===== src/rtl/wbs_pkg.sv =====
package wbs_pkg;
  // Default geometry: four byte lanes of eight bits plus one mask bit per lane.
  localparam int unsigned LANES_DEF  = 4;
  localparam int unsigned LANE_W_DEF = 8;
endpackage


===== src/rtl/wbs_unpack.sv =====
// Splits an input word into byte lanes (lane 0 sent first) and per-lane
// suppress bits (mask bit LANES-1 belongs to lane 0).
module wbs_unpack #(
  parameter int unsigned LANES  = wbs_pkg::LANES_DEF,
  parameter int unsigned LANE_W = wbs_pkg::LANE_W_DEF,
  localparam int unsigned WORD_W = LANES * (LANE_W + 1)
) (
  input  logic [WORD_W-1:0]             word,
  output logic [LANES-1:0][LANE_W-1:0]  lanes,
  output logic [LANES-1:0]              sup
);
  for (genvar g = 0; g < LANES; g++) begin : g_lane
    assign lanes[g] = word[WORD_W-1-g*LANE_W -: LANE_W];
    assign sup[g]   = word[LANES-1-g];
  end
endmodule


===== src/rtl/wbs_keep.sv =====
// Decides which lanes are transmitted: the mask only counts on last words.
module wbs_keep #(
  parameter int unsigned LANES = wbs_pkg::LANES_DEF
) (
  input  logic             last,
  input  logic [LANES-1:0] sup,
  output logic [LANES-1:0] keep
);
  always_comb begin
    if (last) keep = ~sup;
    else      keep = '1;
  end
endmodule


===== src/rtl/wbs_pick.sv =====
// Finds the lowest-numbered pending lane (the next byte to send).
module wbs_pick #(
  parameter int unsigned LANES = wbs_pkg::LANES_DEF,
  localparam int unsigned IDX_W = (LANES > 1) ? $clog2(LANES) : 1
) (
  input  logic [LANES-1:0] pend,
  output logic             any,
  output logic [IDX_W-1:0] idx
);
  always_comb begin
    idx = '0;
    for (int i = LANES - 1; i >= 0; i--) begin
      if (pend[i]) idx = IDX_W'(i);
    end
  end
  assign any = |pend;
endmodule


===== src/rtl/wbs_serializer.sv =====
// Word-to-byte serializer with tail-byte suppression on the last word.
module wbs_serializer #(
  parameter int unsigned LANES  = wbs_pkg::LANES_DEF,
  parameter int unsigned LANE_W = wbs_pkg::LANE_W_DEF,
  localparam int unsigned WORD_W = LANES * (LANE_W + 1),
  localparam int unsigned IDX_W  = (LANES > 1) ? $clog2(LANES) : 1
) (
  input  logic              clk,
  input  logic              rst_n,
  input  logic [WORD_W-1:0] in_word,
  input  logic              in_valid,
  input  logic              in_last,
  output logic              in_ready,
  output logic [LANE_W-1:0] out_byte,
  output logic              out_valid,
  input  logic              out_ready
);
  logic [LANES-1:0][LANE_W-1:0] lanes_in;
  logic [LANES-1:0]             sup_in;
  logic [LANES-1:0]             keep_in;

  logic [LANES-1:0][LANE_W-1:0] lanes_q;
  logic [LANES-1:0]             pend_q;
  logic                         any_pend;
  logic [IDX_W-1:0]             cur_idx;
  logic                         take_word;
  logic                         send_byte;

  wbs_unpack #(.LANES(LANES), .LANE_W(LANE_W)) i_unpack (
    .word  (in_word),
    .lanes (lanes_in),
    .sup   (sup_in)
  );

  wbs_keep #(.LANES(LANES)) i_keep (
    .last (in_last),
    .sup  (sup_in),
    .keep (keep_in)
  );

  wbs_pick #(.LANES(LANES)) i_pick (
    .pend (pend_q),
    .any  (any_pend),
    .idx  (cur_idx)
  );

  assign in_ready  = !any_pend;
  assign take_word = in_valid && in_ready;
  assign out_valid = any_pend;
  assign out_byte  = lanes_q[cur_idx];
  assign send_byte = out_valid && out_ready;

  always_ff @(posedge clk) begin
    if (!rst_n) begin
      pend_q  <= '0;
      lanes_q <= '0;
    end else if (take_word) begin
      pend_q  <= keep_in;
      lanes_q <= lanes_in;
    end else if (send_byte) begin
      pend_q[cur_idx] <= 1'b0;
    end
  end
endmodule


===== config.mk =====
export PLATFORM = sky130hd
export DESIGN_NAME = wbs_serializer
export DESIGN_NICKNAME = d
export VERILOG_FILES = /design/src/rtl/wbs_pkg.sv /design/src/rtl/wbs_unpack.sv /design/src/rtl/wbs_keep.sv /design/src/rtl/wbs_pick.sv /design/src/rtl/wbs_serializer.sv
export SDC_FILE = /design/constraint.sdc
export NUM_CORES = 1
export LEC_CHECK = 0
export ABC_AREA = 0
export BUFFER_PORTS_ARGS = -buffer_cell sky130_fd_sc_hd__buf_2
export CAP_MARGIN = 10
export CORE_AREA = 3 3 66 68
export CTS_CLUSTER_DIAMETER = 120
export DETAILED_ROUTE_END_ITERATION = 8
export DIE_AREA = 0 0 69 71
export GPL_TIMING_DRIVEN = 0
export PLACE_DENSITY = 0.87
export SLEW_MARGIN = 20
export SYNTH_ARGS = -nofsm -noshare
export SYNTH_HDL_FRONTEND = slang
export SYNTH_HIERARCHICAL = 1
export SYNTH_SLANG_ARGS = --single-unit

===== constraint.sdc =====
create_clock -name clk -period 2.99 [get_ports clk]
set_clock_uncertainty 0.05 [all_clocks]
set_input_delay 0.4485 -clock clk [delete_from_list [all_inputs] [get_ports clk]]
set_output_delay 0.4485 -clock clk [all_outputs]
set_load 0.05 [all_outputs]

Word level (Yosys, flattened, before mapping)
Index checks and enable logic that the tools add are counted.
Storage, ports and cells
  register bits: 36
  bits in latches: 0
  RAM bits: 0
  ROM bits: 0
  input port bits: 41
  output and inout port bits: 10
  word-level logic and storage cells: 27
  memories: 0
Operators by class
  $add $sub $neg: 0
  multiply operators: 0
  divide/modulo/power cells: 0
  magnitude comparators: 2
  eq/ne operators: 0
  shift operators: 0
  muxes and demuxes: 11
  bitwise logic cells: 3
  reduce and logical (&&, ||, !) cells: 6
Operators with widths (number)
  $bmux W8 S2: 1
  $mux W4: 3
  $mux W2: 4
  $mux W8: 1
  $not A4 Y4: 2
  $and A4 B4 Y4: 1
  $reduce_or A4 Y1: 1
  $logic_and A1 B1 Y1: 3
  $lt A2 B3 Y1 const B: 1
  $demux W1 S2: 1
  $ge A2 B1 Y1 const B: 1
  $reduce_bool A2 Y1: 1
  $logic_not A1 Y1: 1
  $mux W1: 1

Longest topological paths before layout
Gate-level depths: netlist of run 1.
  depth after elaboration: 12
  depth in mapped cells: 7
  gate-level depth less buffers: 5

Modules after synthesis
The synthesis of run 1 kept the hierarchy.
Modules (own cells, without submodules)
  wbs_serializer: instances 1, cells each 174, area an instance 1590.3 um^2, seq. area each 720.7 um^2
  wbs_unpack: instances 1, cells each 36, area an instance 270.3 um^2, seq. area each 0.0 um^2
  wbs_pick: instances 1, cells each 7, area an instance 35.0 um^2, seq. area each 0.0 um^2
  wbs_keep: instances 1, cells each 4, area an instance 15.0 um^2, seq. area each 0.0 um^2

Worst setup path before layout of run 1
No wires, ideal clock.
  kind: register to output
  start: reg pend_q[3]
  end: out out_byte[2]
  arrival: 1634 ps
  data required time: 2492 ps
  slack: 857 ps
  stages on the path, launching flop included: 5
  buffers on the path: 1
  path through: dfxtp_1 -> nor2_1 -> nor3_1 -> buf_6 -> mux4_2
On the way
  cells in the longest elaborated chain, start to end: 6
RTL lines
  start, declared: RTL line wbs_serializer.sv:23  | logic [LANES-1:0] pend_q;
  start signal, assigned: RTL line wbs_serializer.sv:58  | pend_q <= keep_in;
  $mux W2 (4 in series): RTL line wbs_pick.sv:13  | if (pend[i]) idx = IDX_W'(i);
  named net cur_idx[1]: RTL line wbs_serializer.sv:25  | logic [IDX_W-1:0] cur_idx;
  $bmux W8 S2: RTL line wbs_serializer.sv:50  | assign out_byte = lanes_q[cur_idx];
  $mux W8 (not written as such): RTL line wbs_serializer.sv:50
  end, declared: RTL line wbs_serializer.sv:14  | output logic [LANE_W-1:0] out_byte,
The timed path passes the listed nets, and every way through them passes these cells. The select of a mux whose other input is x is not followed.

Final worst setup path of run 1
  start: reg pend_q[3]
  end: out out_byte[3]
The elaborated chain is that of the path after synthesis.

==> impl_metrics.csv, run 1 <==
group,metric,value,unit
hold_path,hp-start,"in_word[22]",
final_layout,n_antenna_cell,0,
worst_setup_path,startpoint,"pend_q[3]",
drt,drtAntennaViolNets,0,
logic_synthesis,synthAdderAreaFrac,0,%
sta,rsz0062_at_grt,"no",
logic_synthesis,synthMuxAreaShare,9.43,%
drt,vias_per_cell,4.90,
floorplan,row_count,23,
logic_synthesis,mappedNetlistNets,262,
worst_setup_path,max_stage_delay,0.50,ns
logic_synthesis,ys_seq_elements,36,
sta,slew_viol_final,0,
logic_synthesis,synthSimpleGateAreaFrac,18.6,%
power_and_ir_drop,p_leak,0.000905,µW
clock_tree,post_cts_buffers,0,
hold_path,hp-class,"in -> reg",
placement,dp_cells,284,
worst_setup_path,crit_slowest_cell,"mux4_2",
sta,maxSlewHeadroom,61.5,%
final_layout,nets,282,
floorplan,die-area,4900,µm²
floorplan,io_pins,51,
final_layout,finalInstanceArea,2130,µm²
placement,portBuffers,13,
global_route,grt_overflow,0,
sta,min_period,2.63,ns
logic_synthesis,async_flop_share,0,%
clock_tree,cts_tree,"done",
sta,timing.fmax,0.380,GHz
final_layout,fin_cells,291,
global_route,antenna_found_initial,0,
clock_tree,cts-root-buf,"clkbuf_8",
logic_synthesis,ys_warn_count,6,
drt,drtPass1Iterations,4,
floorplan,core,3910,µm²
sta,min_period_over_period,87.9,%
worst_setup_path,worstSetupStartpointType,"register",
placement,gp_routability_congestion,0.817,
drt,drc,0,
power_and_ir_drop,peakVddDrop,0.531,mV
global_route,grt_max_degree,11,
final_layout,layout_common_cells,"nand2_1 (73), buf_4 (38), dfxtp_1 (36)",
clock_tree,cts_resized,0,
clock_tree,clock-sinks,36,
logic_synthesis,synth_compound_area_share,14.2,%
logic_synthesis,synth_cell_type_count,20,
worst_setup_path,cp.required,2.49,ns
drt,post_drt_wl_per_cell,13.2,µm
sta,worst_pin_slew,0.573,ns
global_route,grt_pass1_wl,6150,µm
final_layout,area_growth,11.7,%
logic_synthesis,synth_area,1910,µm²
clock_tree,cts_made_buffers,5,
logic_synthesis,synth_xor_area_share,0,%
logic_synthesis,synth_area_per_cell,8.65,µm²
logic_synthesis,synthTopCellsByArea,"dfxtp_1 (38%), buf_4 (15%), nand2_1 (14%)",
run,cap_violations,0,
worst_setup_path,arrival,2.13,ns
logic_synthesis,synth_cells,221,
power_and_ir_drop,power.density,788,nW/µm²
final_layout,final_common_cell,"nand2_1",
final_layout,drive_above_1_share,31.1,%
global_route,grt_usage,16.6,%
sta,setup_viol,0,
clock_tree,clk_pin_slew,0.07,ns
worst_setup_path,cp_max_fo,10,
worst_setup_path,critPathCaptureType,"output port",
clock_tree,clkLatencyLatePin,0.29,ns
clock_tree,cts_hold_buf,0,
worst_setup_path,path_class,"reg -> out",
status,status,"completed",
sta,hold_viol,0,
floorplan,dieHeight,71,µm
logic_synthesis,synth_ff_type,"dfxtp_1",
drt,vias,1425,
global_route,first_global_vias,1368,
floorplan,start_util,48.8,%
clock_tree,cts_htree_levels,2,
logic_synthesis,yosysTopAreaCellShare,37.7,%
logic_synthesis,synth_top_family_by_area,"buffers and inverters",
clock_tree,cts_max_path_buffers,2,
drt,drtIter0Drc,68,
logic_synthesis,synth_edf_count,0,
placement,place_area,2040,µm²
logic_synthesis,ys_seq_area_share,37.7,%
logic_synthesis,yosys.area.top_type,"dfxtp_1",
worst_setup_path,cp_cell_sequence,"nor2_1 > nor3_1 > buf_6 > mux4_2 > buf_2",
worst_setup_path,r2r_start,"pend_q[3]",
sta,fin_setup_tns,0,ns
floorplan,die-width,69,µm
drt,wirelength,3830,µm
placement,dp_hpwl,2910,µm
## layer usage
layer  vias to the layer above  GRT usage, %  wire (µm)
met5                         -             0          0
met4                         0          7.81         79
met3                         6          6.82        293
met2                        44          26.6       1840
met1                       646          19.4       1620
li1                        729             -          -
## final cells by class
class	instances	area, µm²
repair buffers	13	65.1
inverters	3	11.3
well taps	50	62.6
flip-flops and latches	36	721
fillers	388	1780
plain buffers	50	372
multi-input cells	132	807
clock buffers	7	96.3
## power breakdown
part	switching, µW	leakage [µW]	internal [µW]
sequential	44.3	0.000295	560
combinational	441	0.000560	268
clock	163	0.0000503	205
total	649	0.000905	1030
## worst paths after layout
check / slack, ns / cells after the start / endpoint
worst min register to register: 0.40 / 2 / lanes_q[7]
worst max-delay path: 0.36 / 5 / out_byte[3]
worst max register to register: 1.41 / 6 / pend_q[3]
worst min-delay path: 0.35 / 3 / lanes_q[10]
## state kept, by name, summed over array words and instances, names as in the netlist
signal and count:
pend_q 4, lanes_q 32
## cells in the mapped netlist (2+ instances only)
library cell / n
a21boi_0: 5
a21boi_1: 27
buf_2: 3
buf_4: 38
buf_6: 5
clkbuf_1: 4
dfxtp_1: 36
inv_1: 3
mux4_2: 8
nand2_1: 73
nand2b_1: 2
nand3_1: 6
nor2_1: 2
nor3_1: 2
o2111ai_1: 2
## critical path: cells and delay by family, from the launching register on
kind	cells	cell delay (ns)
and+or+nand+nor	2	0.52
muxes	1	0.50
buffers and inverters	2	0.46
DFF	1	0.36
## metrics by stage
stage                     hold slack (ns)  utilization, %  total power, µW  setup slack [ns]
final                               0.354            54.5             1680             0.361
after global placement              0.387            52.1             1320             0.688
after CTS                           0.344            54.5             1700             0.328
after floorplan                     0.382               -             1190             0.857
after global routing                0.346            54.5             1780             0.257
after detailed placement            0.396            52.1             1330             0.654
## cell families (layout without fill, tap and decap cells)
| family | Yosys count | in the layout |
|---|---|---|
| AND/OR/NAND/NOR | 88 | 88 |
| buffers and inverters | 53 | 73 |
| AO/OA/AOI/OAI | 36 | 36 |
| flip-flops | 36 | 36 |
| multiplexers | 8 | 8 |
Note: power is estimated with default switching activity, not from simulation.
==> inputs of run 2 (changes only) <==
--- a/config.mk
+++ b/config.mk
@@ -8,12 +8,12 @@
 export ABC_AREA = 0
 export BUFFER_PORTS_ARGS = -buffer_cell sky130_fd_sc_hd__buf_2
 export CAP_MARGIN = 10
-export CORE_AREA = 3 3 66 68
+export CORE_AREA = 3 3 57 80
 export CTS_CLUSTER_DIAMETER = 120
 export DETAILED_ROUTE_END_ITERATION = 8
-export DIE_AREA = 0 0 69 71
+export DIE_AREA = 0 0 60 83
 export GPL_TIMING_DRIVEN = 0
-export PLACE_DENSITY = 0.87
+export PLACE_DENSITY = 0.86
 export SLEW_MARGIN = 20
 export SYNTH_ARGS = -nofsm -noshare
 export SYNTH_HDL_FRONTEND = slang
==> run 2 against run 1 <==
Net effect: core utilization is 0.090 points higher; critical path depth stayed put; register-to-register slack hardly changed; sequential power hardly changed; global-route usage is 0.12 points lower; hold slack worse by 0.0066 ns; via count is 0.42% lower; first-iteration DRC count is 1.5% lower; largest power group unchanged; sequential share of layout area is 0.099 points lower; die area is 1.7% higher.
==> impl_metrics.csv, run 2 (synthesis results as in run 1) <==
group,metric,value,unit
placement,gp_routability_congestion,0.744,
drt,vias,1419,
sta,fin_setup_tns,0,ns
drt,vias_per_cell,4.98,
final_layout,drive_above_1_share,31.4,%
final_layout,finalInstanceArea,2140,µm²
clock_tree,cts-root-buf,"clkbuf_8",
sta,min_period_over_period,88.8,%
run,cap_violations,0,
sta,rsz0062_at_grt,"no",
clock_tree,clock-sinks,36,
power_and_ir_drop,power.density,810,nW/µm²
final_layout,num-fill-cells,367,
global_route,grt_max_degree,13,
global_route,antenna_found_initial,0,
clock_tree,cts_htree_levels,2,
worst_setup_path,cp_max_fo,10,
worst_setup_path,cp.required,2.49,ns
floorplan,core,3920,µm²
floorplan,start_util,48.8,%
final_layout,top_register,"lanes_q",
sta,min_period,2.65,ns
final_layout,layout_common_cells,"nand2_1 (73), buf_4 (38), dfxtp_1 (36)",
status,status,"completed",
drt,drc,0,
hold_path,hp-class,"in -> reg",
drt,wirelength,3730,µm
final_layout,largest_registers,"lanes_q (32), pend_q (4)",
worst_setup_path,critPathCaptureType,"output port",
sta,hold_viol,0,
clock_tree,clk_pin_slew,0.08,ns
placement,portBuffers,13,
final_layout,nets,282,
sta,slew_viol_final,0,
drt,drtAntennaViolNets,0,
global_route,grt_usage,16.5,%
placement,dp_hpwl,2880,µm
worst_setup_path,path_class,"reg -> out",
final_layout,final_common_cell,"nand2_1",
floorplan,row_count,27,
final_layout,area_growth,12.0,%
clock_tree,cts_made_buffers,5,
clock_tree,post_cts_buffers,0,
clock_tree,cts_tree,"done",
drt,drtIter0Drc,67,
drt,post_drt_wl_per_cell,13.1,µm
sta,setup_viol,0,
final_layout,n_antenna_cell,0,
worst_setup_path,arrival,2.16,ns
global_route,grt_pass1_wl,6200,µm
sta,maxSlewHeadroom,58.9,%
floorplan,dieHeight,83,µm
clock_tree,cts_resized,0,
floorplan,die-width,60,µm
power_and_ir_drop,p_leak,0.000909,µW
floorplan,die-area,4980,µm²
final_layout,largest_reg_flops,32,
sta,timing.fmax,0.377,GHz
clock_tree,cts_hold_buf,0,
placement,place_area,2030,µm²
global_route,grt_overflow,0,
clock_tree,cts_max_path_buffers,2,
power_and_ir_drop,p_total,1730,µW
global_route,first_global_vias,1344,
worst_setup_path,worstSetupStartpointType,"register",
drt,drtPass1Iterations,4,
power_and_ir_drop,peakVddDrop,0.523,mV
clock_tree,clkLatencyLatePin,0.28,ns
floorplan,io_pins,51,
sta,worst_pin_slew,0.613,ns
## run 2: cell count changes in the layout (fill, tap and decap cells not counted), sizes merged
cell	previous run	this run
clkbuf	11	9
bufinv	0	1
clkinv	0	1
clkinvlp	0	1
## run 2: critical path, cell delays in order, from the launching register on
cell and delay, ns:
dfxtp_1 0.35, nor2_1 0.07, nor3_1 0.48, buf_6 0.24, mux4_2 0.50, buf_2 0.22
## run 2: area by class of cell
class | instances | area, µm² | area share (%)
tap | 43 | 53.8 | 2.51
clock inverter | 3 | 42.5 | 1.99
sequential | 36 | 721 | 33.7
buffer | 50 | 372 | 17.4
inverter | 3 | 11.3 | 0.526
multi-input combinational | 132 | 807 | 37.7
clock buffer | 5 | 68.8 | 3.21
timing repair buffer | 13 | 65.1 | 3.04
## run 2: path summary, 6_finish.rpt
check	endpoint	slack, ns	cells after the start	start
hold / removal	lanes_q[10]	0.35	3	in_word[22]
hold reg to reg	lanes_q[7]	0.40	2	lanes_q[7]
setup / recovery	out_byte[3]	0.34	5	pend_q[3]
setup reg to reg	pend_q[3]	1.40	6	pend_q[3]
## run 2: power by group
| group | switching (µW) | total [µW] | internal, µW |
|---|---|---|---|
| clock network | 173 | 420 | 247 |
| registers | 45.7 | 605 | 559 |
| logic | 441 | 710 | 268 |
## run 2: through the flow
stage / hold WS (ns) / util [%] / setup slack [ns] / std cells
after CTS: 0.340 / 54.6 / 0.311 / 285
after floorplan: 0.382 / - / 0.857 / 221
final: 0.347 / 54.6 / 0.336 / 285
after detailed placement: 0.396 / 51.8 / 0.630 / 277
after global routing: 0.347 / 54.6 / 0.218 / 285
after global placement: 0.387 / 51.8 / 0.678 / 277
## run 2: layer usage
metal / part of all wire (%) / track usage (%) / up-vias
met3: 6.0 / 4.51 / 7
met4: 1.7 / 6.05 / 0
met2: 52 / 26.9 / 40
li1: - / - / 732
met1: 41 / 20.0 / 640
met5: 0 / 0 / -
==> inputs of run 3 (changes only) <==
--- a/config.mk
+++ b/config.mk
@@ -14,6 +14,7 @@
 export DIE_AREA = 0 0 60 83
 export GPL_TIMING_DRIVEN = 0
 export PLACE_DENSITY = 0.86
+export RECOVER_POWER = 100
 export SLEW_MARGIN = 20
 export SYNTH_ARGS = -nofsm -noshare
 export SYNTH_HDL_FRONTEND = slang
==> run 3 against run 2 <==
Net effect: routed wire length grew 0.46%; flip-flop and latch count did not move; power is 1.5% lower; non-clock buffer count stayed put.
==> impl_metrics.csv, run 3 (synthesis results as in run 1) <==
group,metric,value,unit
floorplan,dieHeight,83,µm
sta,hold_viol,0,
drt,drc,0,
global_route,antenna_found_initial,0,
clock_tree,cts_resized,0,
clock_tree,clkLatencyLatePin,0.28,ns
drt,wl_met2,1950,µm
worst_setup_path,cp_max_fo,10,
drt,drtAntennaViolNets,0,
sta,setup_viol,0,
final_layout,num-fill-cells,376,
clock_tree,cts_tree,"done",
final_layout,top_register,"lanes_q",
sta,rsz0062_at_grt,"no",
floorplan,start_util,48.8,%
power_and_ir_drop,swShare,38.5,%
drt,drtPass1Iterations,4,
sta,slew_viol_final,0,
drt,dr_wl_met3,223,µm
drt,vias_per_cell,4.95,
global_route,grt_usage,16.5,%
final_layout,n_antenna_cell,0,
placement,portBuffers,13,
worst_setup_path,max_stage_delay,0.50,ns
sta,min_period,2.68,ns
final_layout,area_growth,11.2,%
worst_setup_path,cp_cell_sequence,"nor2_1 > nor3_1 > buf_6 > mux4_2 > clkbuf_2",
global_route,first_global_vias,1344,
drt,drtIter0Drc,59,
worst_setup_path,critPathCaptureType,"output port",
sta,fin_setup_tns,0,ns
clock_tree,post_cts_buffers,0,
final_layout,largest_reg_flops,32,
floorplan,row_count,27,
power_and_ir_drop,p_int,1050,µW
global_route,grt_overflow,0,
clock_tree,cts_made_buffers,5,
final_layout,drive_above_1_share,26.9,%
clock_tree,clk_pin_slew,0.08,ns
final_layout,nets,282,
clock_tree,cts_max_path_buffers,2,
worst_setup_path,crit_slowest_cell,"mux4_2",
power_and_ir_drop,peakVddDrop,0.522,mV
sta,timing.fmax,0.373,GHz
final_layout,finalInstanceArea,2120,µm²
clock_tree,cts-root-buf,"clkbuf_8",
drt,top_layer_used,"met4",
placement,dp_hpwl,2880,µm
status,status,"completed",
clock_tree,clock-sinks,36,
power_and_ir_drop,p_comb_share,40.0,%
power_and_ir_drop,p_leak,0.000853,µW
worst_setup_path,worstSetupStartpointType,"register",
sta,min_period_over_period,89.6,%
placement,place_area,2030,µm²
clock_tree,cts_htree_levels,2,
floorplan,die-width,60,µm
power_and_ir_drop,power_frac_seq,35.4,%
sta,worst_pin_slew,0.614,ns
worst_setup_path,path_class,"reg -> out",
final_layout,finish.utilization,54.2,%
sta,maxSlewHeadroom,58.8,%
global_route,grt_pass1_wl,6200,µm
drt,met1_length,1510,µm
power_and_ir_drop,power.density,804,nW/µm²
worst_setup_path,critPathBufInv,2,
placement,gp_routability_congestion,0.744,
drt,wirelength,3740,µm
final_layout,layout_common_cells,"nand2_1 (73), buf_4 (37), dfxtp_1 (36)",
power_and_ir_drop,p_clk_share,24.6,%
floorplan,core,3920,µm²
drt,post_drt_wl_per_cell,13.1,µm
global_route,grt_max_degree,13,
worst_setup_path,arrival,2.18,ns
clock_tree,cts_hold_buf,0,
power_and_ir_drop,p_total,1710,µW
final_layout,final_common_cell,"nand2_1",
final_layout,largest_registers,"lanes_q (32), pend_q (4)",
hold_path,hp-class,"in -> reg",
worst_setup_path,critPathTopFamily,"simple AND/OR/NAND/NOR gates",
power_and_ir_drop,p_switching,658,µW
floorplan,io_pins,51,
run,cap_violations,0,
drt,vias,1410,
worst_setup_path,cp.required,2.49,ns
floorplan,die-area,4980,µm²
worst_setup_path,rrSetupSlack,1.04,ns
run 3: cell type report:
class | instances | area [µm²] | area share (%)
inverter | 3 | 11.3 | 0.530
clock buffer | 5 | 68.8 | 3.24
buffer | 50 | 364 | 17.1
clock inverter | 3 | 42.5 | 2.00
multi-input combinational | 132 | 807 | 38.0
timing repair buffer | 13 | 56.3 | 2.65
sequential | 36 | 721 | 33.9
tap | 43 | 53.8 | 2.53
run 3: worst register-to-register path, cell delays in order, from the launching register on:
cell      delay [ns]
dfxtp_1         0.32
nor2_1          0.15
nand2_1         0.18
nor2b_1         0.14
clkbuf_1        0.30
clkbuf_1        0.44
nand2_1         0.13
a21boi_0        0.17
run 3: routing by layer:
| metal | track usage, % | vias to the layer above |
|---|---|---|
| li1 | - | 734 |
| met1 | 20.0 | 630 |
| met2 | 26.9 | 41 |
| met3 | 4.51 | 5 |
| met4 | 6.05 | 0 |
| met5 | 0 | - |
run 3: power by group through the flow:
stage	clock network, µW	registers (µW)	logic (µW)
finish	420	606	683
global route	459	615	743
CTS	430	604	719
detailed placement	0	615	718
global placement	0	611	706
floorplan	0	600	587
run 3: stage by stage:
step	setup WS (ns)	cells	hold WS, ns
2_1_floorplan	0.857	221	0.382
3_3_place_gp	0.678	277	0.387
3_5_place_dp	0.630	277	0.396
4_1_cts	0.311	285	0.340
5_1_grt	0.185	285	0.347
6_report	0.311	285	0.349
run 3: path summary, 6_finish.rpt:
| kind | from | end | cells after the start |
|---|---|---|---|
| worst max register to register | pend_q[2] | lanes_q[5] | 7 |
| worst min register to register | lanes_q[12] | lanes_q[12] | 2 |
| worst max-delay path | pend_q[3] | out_byte[3] | 5 |
| worst min-delay path | in_word[26] | lanes_q[14] | 3 |
